## src/rtl/irq2_pkg.sv

```systemverilog
package irq2_pkg;

  // decision taken by the arbiter for one cycle
  typedef struct packed {
    logic go_hi;
    logic go_lo;
  } take_dec_t;

endpackage

```

## src/rtl/irq_src_sort.sv

```systemverilog
module irq_src_sort #(
  parameter int N_SRC = 8
) (
  input  logic [N_SRC-1:0] src_req_i,
  input  logic [N_SRC-1:0] src_en_i,
  input  logic [N_SRC-1:0] src_hi_i,
  output logic             any_o,
  output logic             hi_any_o,
  output logic             lo_any_o
);

  logic [N_SRC-1:0] live;
  logic [N_SRC-1:0] hi_live;
  logic [N_SRC-1:0] lo_live;

  for (genvar i = 0; i < N_SRC; i++) begin : g_src
    assign live[i]    = src_req_i[i] & src_en_i[i];
    assign hi_live[i] = live[i] & src_hi_i[i];
    assign lo_live[i] = live[i] & ~src_hi_i[i];
  end

  assign any_o    = |live;
  assign hi_any_o = |hi_live;
  assign lo_any_o = |lo_live;

endmodule

```

## src/rtl/irq_take_arb.sv

```systemverilog
module irq_take_arb
  import irq2_pkg::*;
(
  input  logic      any_i,
  input  logic      hi_any_i,
  input  logic      lo_any_i,
  input  logic      prio_mode_i,
  input  logic      glb_hi_i,
  input  logic      glb_lo_i,
  input  logic      hi_busy_i,
  input  logic      lo_busy_i,
  input  logic      take_q_i,
  input  logic      ret_i,
  output take_dec_t dec_o
);

  logic open_slot;
  logic hi_cand;

  // no decision while a pulse is out or while a return is being signalled
  assign open_slot = ~take_q_i & ~ret_i & glb_hi_i & ~hi_busy_i;
  // in compatibility mode every live source counts as high level
  assign hi_cand   = prio_mode_i ? hi_any_i : any_i;

  always_comb begin
    dec_o.go_hi = open_slot & hi_cand;
    dec_o.go_lo = open_slot & prio_mode_i & glb_lo_i & ~lo_busy_i
                  & lo_any_i & ~dec_o.go_hi;
  end

endmodule

```

## src/rtl/irq_nest_track.sv

```systemverilog
module irq_nest_track (
  input  logic       clk,
  input  logic       rst,
  input  logic       push_hi_i,
  input  logic       push_lo_i,
  input  logic       ret_i,
  output logic       hi_busy_o,
  output logic       lo_busy_o,
  output logic [1:0] depth_o
);

  always_ff @(posedge clk) begin
    if (rst) begin
      hi_busy_o <= 1'b0;
      lo_busy_o <= 1'b0;
    end else if (ret_i) begin
      if (hi_busy_o) hi_busy_o <= 1'b0;
      else           lo_busy_o <= 1'b0;
    end else begin
      if (push_hi_i) hi_busy_o <= 1'b1;
      if (push_lo_i) lo_busy_o <= 1'b1;
    end
  end

  assign depth_o = {1'b0, hi_busy_o} + {1'b0, lo_busy_o};

  // a return pops the innermost level only
  a_r10_pop_inner: assert property (@(posedge clk) disable iff (rst)
    (ret_i && hi_busy_o) |=> (!hi_busy_o && lo_busy_o == $past(lo_busy_o)));

  // return with nothing running leaves state empty
  a_r10_pop_empty: assert property (@(posedge clk) disable iff (rst)
    (ret_i && !hi_busy_o && !lo_busy_o) |=> (!hi_busy_o && !lo_busy_o));

endmodule

```

## src/rtl/dual_level_irq_ctrl.sv

```systemverilog
module dual_level_irq_ctrl
  import irq2_pkg::*;
#(
  parameter int               N_SRC  = 8,
  parameter int               VEC_W  = 21,
  parameter logic [VEC_W-1:0] HI_VEC = 21'h000008,
  parameter logic [VEC_W-1:0] LO_VEC = 21'h000018
) (
  input  logic             clk,
  input  logic             rst,
  input  logic [N_SRC-1:0] src_req_i,
  input  logic [N_SRC-1:0] src_en_i,
  input  logic [N_SRC-1:0] src_hi_i,
  input  logic             prio_mode_i,
  input  logic             glb_hi_i,
  input  logic             glb_lo_i,
  input  logic             ret_i,
  output logic             take_o,
  output logic [VEC_W-1:0] vec_o,
  output logic             hi_act_o,
  output logic             lo_act_o,
  output logic [1:0]       depth_o
);

  logic      any_w, hi_any_w, lo_any_w;
  logic      take_q;
  logic [VEC_W-1:0] vec_q;
  take_dec_t dec;

  irq_src_sort #(.N_SRC(N_SRC)) u_sort (
    .src_req_i (src_req_i),
    .src_en_i  (src_en_i),
    .src_hi_i  (src_hi_i),
    .any_o     (any_w),
    .hi_any_o  (hi_any_w),
    .lo_any_o  (lo_any_w)
  );

  irq_take_arb u_arb (
    .any_i       (any_w),
    .hi_any_i    (hi_any_w),
    .lo_any_i    (lo_any_w),
    .prio_mode_i (prio_mode_i),
    .glb_hi_i    (glb_hi_i),
    .glb_lo_i    (glb_lo_i),
    .hi_busy_i   (hi_act_o),
    .lo_busy_i   (lo_act_o),
    .take_q_i    (take_q),
    .ret_i       (ret_i),
    .dec_o       (dec)
  );

  irq_nest_track u_nest (
    .clk       (clk),
    .rst       (rst),
    .push_hi_i (dec.go_hi),
    .push_lo_i (dec.go_lo),
    .ret_i     (ret_i),
    .hi_busy_o (hi_act_o),
    .lo_busy_o (lo_act_o),
    .depth_o   (depth_o)
  );

  always_ff @(posedge clk) begin
    if (rst) begin
      take_q <= 1'b0;
      vec_q  <= '0;
    end else begin
      take_q <= dec.go_hi | dec.go_lo;
      if (dec.go_hi)      vec_q <= HI_VEC;
      else if (dec.go_lo) vec_q <= LO_VEC;
    end
  end

  assign take_o = take_q;
  assign vec_o  = vec_q;

  // reset leaves no pulse and no running handler
  a_r1_reset_idle: assert property (@(posedge clk)
    rst |=> (!take_o && !hi_act_o && !lo_act_o && vec_o == '0));

  // pulse is one cycle wide
  a_r9_take_single: assert property (@(posedge clk) disable iff (rst)
    take_o |=> !take_o);

  // vector moves only with a take
  a_r9_vec_stable: assert property (@(posedge clk) disable iff (rst)
    !take_o |-> $stable(vec_o));

  // a running high handler blocks every take
  a_r7_hi_blocks: assert property (@(posedge clk) disable iff (rst)
    (hi_act_o && !ret_i) |=> !take_o);

  // compatibility mode always uses the high vector
  a_r2_compat_vec: assert property (@(posedge clk) disable iff (rst)
    (!prio_mode_i && !take_o) |=> (!take_o || vec_o == HI_VEC));

  // nothing enabled and pending means no take
  a_r8_idle_no_take: assert property (@(posedge clk) disable iff (rst)
    !(|(src_req_i & src_en_i)) |=> !take_o);

  // no take decided in a return cycle
  a_r10_ret_no_take: assert property (@(posedge clk) disable iff (rst)
    ret_i |=> !take_o);

endmodule

```

## config.mk

```make
export PLATFORM = sky130hd
export DESIGN_NAME = dual_level_irq_ctrl
export DESIGN_NICKNAME = d
export VERILOG_FILES = /design/src/rtl/irq2_pkg.sv /design/src/rtl/irq_src_sort.sv /design/src/rtl/irq_take_arb.sv /design/src/rtl/irq_nest_track.sv /design/src/rtl/dual_level_irq_ctrl.sv
export SDC_FILE = /design/constraint.sdc
export NUM_CORES = 1
export LEC_CHECK = 0
export ABC_AREA = 0
export CAP_MARGIN = 30
export CORE_AREA = 4 4 41 43
export CTS_BUF_LIST = sky130_fd_sc_hd__clkbuf_4 sky130_fd_sc_hd__clkbuf_8
export DETAILED_ROUTE_END_ITERATION = 6
export DIE_AREA = 0 0 45 47
export DONT_BUFFER_PORTS = 1
export PLACE_DENSITY = 0.61
export SETUP_SLACK_MARGIN = 0.1
export SLEW_MARGIN = 20
export SYNTH_ARGS = -nofsm -noshare
export SYNTH_HDL_FRONTEND = slang
export SYNTH_SLANG_ARGS = --single-unit
```

## constraint.sdc

```tcl
create_clock -name clk -period 1.37 [get_ports clk]
set_input_delay 0.274 -clock clk [delete_from_list [all_inputs] [get_ports clk]]
set_output_delay 0.274 -clock clk [all_outputs]
set_load 0.05 [all_outputs]
```

==> results.cfg <==
[sta]
finalSetupViolCount = 6
rsz0062_at_grt = yes
final_max_slew_viol_count = 0
relSlewSlack_pct = 63.8
fin_crit_sh_pct = 109
period_needed_ns = 1.49
fmax_ghz = 0.672
tightest_slew_ns = 0.540
worst_slack_ns = -0.118
finClkSkew_ns = 0.00430
hold_viol = 0

[worst_setup_path]
critPathMaxStageDelay_ns = 0.54
worstSetupStartpointType = flip-flop
crit_start = u_nest.hi_busy_o
crit_type = reg2reg
crit_family = simple AND/OR/NAND/NOR gates
end_kind = flip-flop
worst_path_max_delay_cell = or4b_4
r2r_start = u_nest.hi_busy_o
critPathMaxFanout = 4
cp.required_ns = 1.55
arrival_ns = 1.67
cp_cell_sequence = or4b_4, buf_4, nor3_4, o21ba_2
path_buf_inv = 1

[yosys]
synth.avg_cell_area_um2 = 7.25
postSynthCellCount = 72
synthArstFlopShare_pct = 0
synth-main-ff-cell = dfxtp_1
ys_ff_latch = 5
seq_area_frac_synth_pct = 19.2
synth.most_common_cell = buf_4
netlist_top_cells_count = buf_4 (19), nand2_1 (9), nand3_1 (9)
synth_top_cell_by_area = buf_4
yosys-top-cells-area = buf_4 (27%), dfxtp_1 (19%), nand3_1 (8.6%)
netlist_area_um2 = 522
yosysUniqueCellTypes = 23
synth-edff-count = 0
yosys_warnings = 0
synth_top_area_share_pct = 27.3

[clock_network]
cts_buffers = 3
htreeDepth = 1
hold_buffers = 0
path_clk_slew_ns = 0.05
cts_tree = done
clk-insertion-delay-late_ns = 0.25
clock_path_buffers = 2
clk_root_buffer_cell = clkbuf_4
cts_sinks = 5

[routing]
ant_nets = 0
finalWirelength_mm = 1.31
drt_iter0_drc = 5
drc = 0
first_pass_iters = 3
vias = 500
via_per_inst = 5.26
wire_per_inst_um = 13.7

[floorplanning]
dieArea_um2 = 2120
die_h_um = 47
coreArea_um2 = 1300
start_util_pct = 40.1
num_rows = 13
boundaryPins = 56
die_x_um = 45

[outcome]
outcome = complete, but fails checks
violations = setup timing

[global_routing]
grt_use_total_pct = 12.7
grt_first_pass_wirelength_mm = 1.90
grt_max_degree = 6
grt_overflow = 0
antenna_found_initial = 0
grt_pass1_vias = 516

[worst_hold_path]
hold_path.class = in2reg
hp-start = rst

[placement]
pre_cts_ws_ns = -0.0781
place.gp.congestion = 0.704
dp_cells = 90
hpwl_mm = 1.13
io_buffers = 0

[layout]
syn_to_final_growth_pct = 10.1
diodes = 0
layout-drive-gt1-share_pct = 23.8
final_cell_count_no_fill = 95
num-nets-final = 112

[pwr]
power_density_nw_per_um2 = 991
ir_drop_v = 0.000518
p_leak_nw = 0.243
power.total_mw = 0.569

[job]
maxCapViolCount = 0
cell families after synthesis:
family	count (synthesis)	share of synthesized area, %
AO/OA/AOI/OAI	13	17.0
buffers and inverters	20	28.1
AND/OR/NAND/NOR	32	32.6
other	1	0.719
flip-flops	5	19.2
adder cells (fa/ha/maj)	1	2.40
through the flow:
stage	TNS, ns	utilization, %	hold WS [ns]	cell area [µm²]
2_1_floorplan	-0.284	-	0.343	603
3_3_place_gp	-0.157	39.1	0.345	509
3_5_place_dp	-0.188	39.1	0.349	509
4_1_cts	-0.349	43.3	0.0872	563
5_1_grt	-0.906	44.1	0.0843	574
6_report	-0.504	44.1	0.0985	574
final cells by class:
class	count	area (µm²)
sequential	5	106
clock buffer	4	30.0
multi-input combinational	65	378
tap	15	18.8
timing repair buffer	5	37.5
fill	148	727
inverter	1	3.75
report_power, final:
group	internal, mW	leakage (nW)	switching, mW
Combinational	0.0435	0.183	0.174
Clock	0.130	0.0184	0.0633
Sequential	0.152	0.0424	0.00650
Total	0.325	0.243	0.244
worst paths after layout:
check,endpoint,slack [ns],depth (start not counted)
worst min-delay path,vec_o[4],0.1,1
worst max register to register,take_o,-0.12,4
worst max-delay path,take_o,-0.12,4
worst min register to register,vec_o[3],0.50,2
state kept, by name, indices dropped and copies added, names as in the netlist:
signal            flops
u_nest.hi_busy_o      1
u_nest.lo_busy_o      1
vec_o                 2
take_o                1
routing by layer:
metal	vias up	global-route usage, %	share of wire (%)
li1	236	-	-
met1	222	13.1	30
met2	40	21.8	51
met3	2	3.07	17
met4	0	10.5	2.1
met5	-	0	0
what timing repair did:
action / in CTS / in global routing
gates resized for setup: 2 / 2
setup endpoints to repair: 7 / 7
endpoints found under the hold margin: 0 / 0
pin swaps: 5 / 3
setup buffers: 1 / 0
cell usage in the layout, fill, tap and decap left out, drive strengths merged:
cell	n
a22oi	1
o21a	1
inv	1
o2111ai	1
conb	19
nand4	2
a21oi	4
nand2	9
a211oi	1
ha	1
buf	5
o21ba	1
o31a	1
nor3	4
or3	1
nand3b	3
clkbuf	4
nor2	3
or4b	1
o22ai	2
dfxtp	5
nand3	9
o21ai	1
Note: power is estimated with default switching activity, not from simulation.
